$ cat config.mk
export PLATFORM = sky130hd
export DESIGN_NAME = biasPairTop
export DESIGN_NICKNAME = d
export VERILOG_FILES = /design/src/rtl/bias_pkg.sv /design/src/rtl/biasLaneCtl.sv /design/src/rtl/biasLaneDp.sv /design/src/rtl/biasPairTop.sv
export SDC_FILE = /design/constraint.sdc
export NUM_CORES = 1
export LEC_CHECK = 0
export ABC_AREA = 1
export BUFFER_PORTS_ARGS = -buffer_cell sky130_fd_sc_hd__buf_2
export CAP_MARGIN = 20
export CORE_MARGIN = 8
export CORE_UTILIZATION = 40
export CTS_CLUSTER_DIAMETER = 120
export DETAILED_ROUTE_END_ITERATION = 10
export PLACE_DENSITY = 0.66
export SLEW_MARGIN = 40
export SYNTH_ARGS = -nofsm -noshare
export SYNTH_HDL_FRONTEND = slang
export SYNTH_SLANG_ARGS = --single-unit
$ cat constraint.sdc
create_clock -name clk -period 5.17 [get_ports clk]
set_input_delay 0.2585 -clock clk [delete_from_list [all_inputs] [get_ports clk]]
set_output_delay 0.2585 -clock clk [all_outputs]
set_load 0.1 [all_outputs]
$ cat src/rtl/bias_pkg.sv
package bias_pkg;
  localparam int WORD_W = 16;
  localparam int FRAC_W = 8;

  typedef logic signed [WORD_W-1:0] word_t;

  typedef struct packed {
    logic load;
    logic addBias;
  } laneCtl_t;

  localparam word_t SAT_MAX = {1'b0, {(WORD_W-1){1'b1}}};
  localparam word_t SAT_MIN = {1'b1, {(WORD_W-1){1'b0}}};
endpackage

$ cat src/rtl/biasLaneCtl.sv
module biasLaneCtl
  import bias_pkg::*;
(
  input  logic     clk,
  input  logic     rst,
  input  logic     validIn,
  input  logic     routeEn,
  output laneCtl_t ctl,
  output logic     validOut
);
  always_comb begin
    ctl.load    = validIn;
    ctl.addBias = routeEn;
  end

  always_ff @(posedge clk) begin
    if (rst) validOut <= 1'b0;
    else     validOut <= validIn;
  end

  AST_VALID_FOLLOWS: assert property (@(posedge clk) disable iff (rst)
    validIn |=> validOut);
  AST_VALID_DROPS: assert property (@(posedge clk) disable iff (rst)
    !validIn |=> !validOut);
endmodule

$ cat src/rtl/biasLaneDp.sv
module biasLaneDp
  import bias_pkg::*;
(
  input  logic     clk,
  input  logic     rst,
  input  laneCtl_t ctl,
  input  word_t    dataIn,
  input  word_t    biasIn,
  output word_t    zOut
);
  localparam int SUM_W = WORD_W + 1;

  logic signed [SUM_W-1:0] wideSum;
  word_t                   satSum;
  word_t                   nextZ;

  always_comb begin
    wideSum = SUM_W'(dataIn) + SUM_W'(biasIn);
    if (wideSum[SUM_W-1] != wideSum[SUM_W-2])
      satSum = wideSum[SUM_W-1] ? SAT_MIN : SAT_MAX;
    else
      satSum = wideSum[WORD_W-1:0];
    nextZ = ctl.addBias ? satSum : dataIn;
  end

  always_ff @(posedge clk) begin
    if (rst)           zOut <= '0;
    else if (ctl.load) zOut <= nextZ;
  end

  AST_HOLD: assert property (@(posedge clk) disable iff (rst)
    !ctl.load |=> $stable(zOut));
  AST_PASS: assert property (@(posedge clk) disable iff (rst)
    (ctl.load && !ctl.addBias) |=> (zOut == $past(dataIn)));
  AST_NO_POS_WRAP: assert property (@(posedge clk) disable iff (rst)
    (ctl.load && ctl.addBias && !dataIn[WORD_W-1] && !biasIn[WORD_W-1])
      |=> !zOut[WORD_W-1]);
  AST_NO_NEG_WRAP: assert property (@(posedge clk) disable iff (rst)
    (ctl.load && ctl.addBias && dataIn[WORD_W-1] && biasIn[WORD_W-1])
      |=> zOut[WORD_W-1]);
endmodule

$ cat src/rtl/biasPairTop.sv
module biasPairTop
  import bias_pkg::*;
(
  input  logic        clk,
  input  logic        rst,
  input  logic        routeEn,
  input  logic [15:0] biasA,
  input  logic [15:0] biasB,
  input  logic [15:0] dataA,
  input  logic [15:0] dataB,
  input  logic        validA,
  input  logic        validB,
  output logic [15:0] zA,
  output logic [15:0] zB,
  output logic        zValidA,
  output logic        zValidB
);
  localparam int LANES = 2;

  word_t dataV [LANES];
  word_t biasV [LANES];
  word_t zV    [LANES];
  logic  vIn   [LANES];
  logic  vOut  [LANES];

  always_comb begin
    dataV[0] = dataA;  dataV[1] = dataB;
    biasV[0] = biasA;  biasV[1] = biasB;
    vIn[0]   = validA; vIn[1]   = validB;
  end

  for (genvar g = 0; g < LANES; g++) begin : gLane
    laneCtl_t laneCtl;
    biasLaneCtl i_ctl (
      .clk(clk), .rst(rst), .validIn(vIn[g]), .routeEn(routeEn),
      .ctl(laneCtl), .validOut(vOut[g])
    );
    biasLaneDp i_dp (
      .clk(clk), .rst(rst), .ctl(laneCtl),
      .dataIn(dataV[g]), .biasIn(biasV[g]), .zOut(zV[g])
    );
  end

  assign zA      = zV[0];
  assign zB      = zV[1];
  assign zValidA = vOut[0];
  assign zValidB = vOut[1];

  AST_RESET_CLEARS: assert property (@(posedge clk)
    rst |=> (zA == 16'h0 && zB == 16'h0 && !zValidA && !zValidB));
endmodule

# After elaboration in Yosys (flattened, before gate mapping)
# Index checks and enable logic that the tools add are counted.
# totals
reg_bits	34
# op_classes
add_sub_neg	2
mux	6
n_eq_ne	2
# ops
operator	n
$mux 16	6
$add 16x16->17	2
$ne 1x1->1	2

# Logic depth before layout (Yosys ltp)
# depth
word_depth	4
mapped_depth	18
depth_no_buf	18

# By module
# A second synthesis with hierarchy kept.
# hier_totals
cells_unflattened	603
area_unflattened_um2	3900.0
# modules_own_cells
mod	area_each_um2	n_inst	cells_each
biasLaneDp (gLane[0].i_dp)	1950.6	1	296
biasLaneDp (gLane[1].i_dp)	1859.3	1	297
biasLaneCtl	45.0	2	5

# Worst setup path after synthesis
# Ideal clock, no wire load.
# synth_timing
path_type	input port to flip-flop
startpoint	in biasA[0]
endpoint	reg gLane[0].i_dp.zOut[0]
stages	18
n_path_buf	1
t_arrival_ns	1.886
setup_time_ns	0.119
path_slack_ns	3.165
path_cell_list	ha_1 -> inv_1 -> fa_1 -> inv_1 -> nand2_1 -> nand2_1 -> nand3_1 -> nand2_1 -> nand2_1 -> nand2_1 -> nand2_1 -> nand2_1 -> nand2_2 -> buf_6 -> nand3_1 -> nand2_1 -> nor2_1 -> nor2_1
# synth_via
elab_chain_cells	4
elab_cells_between_ends	5
cone_classes	add/sub (1); eq/ne (1); mux (3)
# synth_lines
item	line	source
from (decl)	biasPairTop.sv:7	input logic [15:0] biasA,
$add 16x16->17 *	biasLaneDp.sv:18	wideSum = SUM_W'(dataIn) + SUM_W'(biasIn);
$mux 16 / $ne 1x1->1 (equally long branches)	biasLaneDp.sv:20, biasLaneDp.sv:19	
$mux 16 *	biasLaneDp.sv:19	if (wideSum[SUM_W-1] != wideSum[SUM_W-2])
$mux 16 *	biasLaneDp.sv:23	nextZ = ctl.addBias ? satSum : dataIn;
to (signal assigned)	biasLaneDp.sv:28	else if (ctl.load) zOut <= nextZ;
to (decl)	biasLaneDp.sv:9	output word_t zOut
# Mark *: on every way between the ends. The rest lies on a longest branch, timed or not.
# A chain may end at the register's enable or synchronous reset.

# Final worst setup path
# layout_timing
startpoint	in dataA[0]
endpoint	reg gLane[0].i_dp.zOut[6]
# layout_via
elab_chain_cells	4
elab_cells_between_ends	5
cone_classes	add/sub (1); eq/ne (1); mux (3)
# layout_lines
item	line	source
from (decl)	biasPairTop.sv:9	input logic [15:0] dataA,
$add 16x16->17 *	biasLaneDp.sv:18	
$mux 16 / $ne 1x1->1 (equally long branches)	biasLaneDp.sv:20, biasLaneDp.sv:19	
$mux 16 *	biasLaneDp.sv:19	
$mux 16 *	biasLaneDp.sv:23	
# Marked as above.

==> impl_metrics.yaml <==
run_status:
  status: "finished, final reports clean"
sta:
  tns_ns: 0
  setup_ws_ns: 3.06
  hold_viol: 0
  max_slew.worst_pin.slew_ns: 0.661
  fmax_ghz: 0.474
  setup_viol: 0
  fin_crit_sh_pct: 40.8
  drv_slew: 0
  min_period_ns: 2.11
  slew_headroom_pct: 56.0
  rsz0062_at_grt: "no"
  fin_skew_ns: 0
power:
  seqPwrFrac_pct: 26.8
  pwr-share-clk_pct: 19.6
  switchingPower_uw: 551
  p_per_area_nw_per_um2: 259
  p_total_uw: 1110
  power.internal_uw: 559
  comb_power_share_pct: 53.6
  swShare_pct: 49.6
  peakVddDrop_mv: 0.138
  leakage_uw: 0.00245
route:
  wl_met1_um: 4850
  drt_iter0_markers: 183
  vias_per_cell: 4.85
  vias: 3986
  drt-pass1-iter-count: 4
  drc: 0
  postRouteAntennaNets: 0
  wl_met2_um: 5050
  top_layer: "met4"
  routed-wl-met3_um: 633
  wl_per_cell_um: 12.9
  wl_um: 10600
yosys:
  ys_types: 34
  synth_edf_count: 0
  synthFlopType: "dfxtp_1"
  netlist_instances: 617
  ys_seq_area_share_pct: 18.7
  syn-num-nets: 720
  synth_area_um2: 3650
  synth_async_sr_flop_share_pct: 0
  avgSynthCellArea_um2: 5.91
  synth_top_area_cell: "nand2_1"
  synth_top_area_share_pct: 22.5
  synthTopCellsByArea: "nand2_1 23%, dfxtp_1 19%, ha_1 11%"
  synth_warnings: 0
  synth-seq-cells: 34
layout:
  final_common_cell: "nand2_1"
  area_growth_pct: 17.7
  num_antenna_cells: 0
  final_area_um2: 4300
  fillers: 1029
  mostFrequentLayoutCells: "219 x nand2_1, 102 x buf_2, 75 x nor2_1, 61 x inv_1, 46 x a21oi_1"
  drive_gt1_share_pct: 21.8
  final_util_pct: 47.4
  seqCellArea_um2: 681
  multiInputGateArea_um2: 2590
  final_nets: 813
clocking:
  numCtsBuffers: 5
  cts_max_level: 2
  cts_resized: 0
  clk_latency_ns: 0.28
  cts_root_buf: "clkbuf_8"
  cts_setup_buffers: 0
  clk_pin_slew_ns: 0.09
  clock-sinks: 34
  hold_buffers: 0
  cts_tree: "done"
  cts_buffer_depth: 2
placed_design:
  hpwl_um: 8450
  io_buffers: 102
  placed_area_um2: 4200
  gp_congestion: 0.900
  dp_slack_ns: 2.73
floorplan:
  die-width_um: 112
  start_util_pct: 40.2
  row_count: 35
  core_um2: 9060
  die_area_um2: 12400
  io_pins: 103
  die_h_um: 112
grt:
  grt_pass1_vias: 3948
  grt_overflow: 0
  antenna_found_initial: 0
  track_usage_pct: 17.1
  grt_pass1_wl_um: 18100
  grt_max_degree: 45
critical_path:
  cp_slowest_stage_delay_ns: 0.40
  critPathArrivalTime_ns: 2.25
  crit_family: "simple AND/OR/NAND/NOR gates"
  worst-setup-path-type: "primary input to register"
  cp.required_ns: 5.31
  cp-start-kind: "primary input"
  crit_path_frequent_cell: "nand2_1"
  critPathMaxFanout: 14
  end_kind: "register"
  path_cells: "buf_2 -> ha_1 -> inv_1 -> fa_1 -> inv_1 -> nand2_1 -> nand2_1 -> nand3_1 -> nand2_1 -> nand2_1 -> nand3_1 -> nand2_1 -> a21oi_4 -> nand2_1 -> nand2_1 -> a21oi_1"
  worst-path-buf-inv: 3
  critPathSlowestCell: "fa_1"
worst_hold_path:
  hp-class: "primary input to register"
flow_run:
  cap_viol_max_count: 0
power groups by stage:
stage,clock (uW),sequential (uW),combinational (uW)
after floorplan,0,471,314
after global placement,0,303,590
after detailed placement,0,304,594
after CTS,222,298,596
after global routing,231,301,655
final,218,298,595
through the flow:
| step | std cells | hold WS, ns |
|---|---|---|
| after floorplan | 617 | 0.426 |
| after global placement | 814 | 0.450 |
| after detailed placement | 814 | 0.454 |
| after CTS | 822 | 0.262 |
| after global routing | 822 | 0.287 |
| final | 822 | 0.268 |
cell type report:
cell class              count  share of cell area (%)
flip-flops and latches     34                    15.8
repair buffers            103                    12.1
clock inverters             1                   0.117
inverters                  74                    6.52
clock buffers               7                    2.01
well taps                 111                    3.23
multi-input cells         492                    60.2
cells by family after synthesis:
| group | Yosys count | synth area share, % |
|---|---|---|
| flops | 34 | 18.7 |
| simple gates | 358 | 41.2 |
| fa+ha+maj | 34 | 12.1 |
| buf+inv | 91 | 10.5 |
| compound gates | 80 | 12.8 |
| xor+xnor | 20 | 4.80 |
sequential cells by signal, indices dropped and copies added (netlist names):
register and flops:
gLane.i_dp.zOut 32, gLane.i_ctl.validOut 2
metal layers:
layer	up-vias	GRT usage [%]
met5	-	0
met4	0	3.56
met3	4	4.22
met2	89	29.9
li1	2122	-
met1	1771	20.5
Yosys cell counts, types with 2 or more instances:
library cell  number
o21ai_1            4
nor3_1             3
nand3_1           30
buf_6              2
dfxtp_1           34
nor2_1            75
nand3b_1           2
clkbuf_1           8
o211ai_1           2
inv_2             10
fa_1               2
nand2_2           12
nand4_1            3
nand3_2            5
buf_1              3
nand2_1          219
nand2_4            3
xor2_1            15
inv_1             62
ha_1              32
buf_2              2
and2_1             4
o21ai_0           12
o21bai_1           4
xnor2_1            5
a21oi_2           11
a21oi_1           46
path summary, 6_finish.rpt:
path,from,endpoint,slack [ns],cells after the start
setup / recovery,dataA[0],gLane[0].i_dp.zOut[6]$_SDFFE_PP0P_,3.06,16
hold / removal,dataB[11],gLane[1].i_dp.zOut[11]$_SDFFE_PP0P_,0.27,3
setup reg to reg,gLane[1].i_dp.zOut[1]$_SDFFE_PP0P_,gLane[1].i_dp.zOut[1]$_SDFFE_PP0P_,4.49,2
hold reg to reg,gLane[0].i_dp.zOut[7]$_SDFFE_PP0P_,gLane[0].i_dp.zOut[7]$_SDFFE_PP0P_,0.46,2
worst reg2reg max path, delay by kind of cell, from the launching register on:
family / cells / cell delay (ns)
AOI/OAI and AO/OA: 2 / 0.24
DFF: 1 / 0.34
Note: power is estimated with default switching activity, not from simulation.
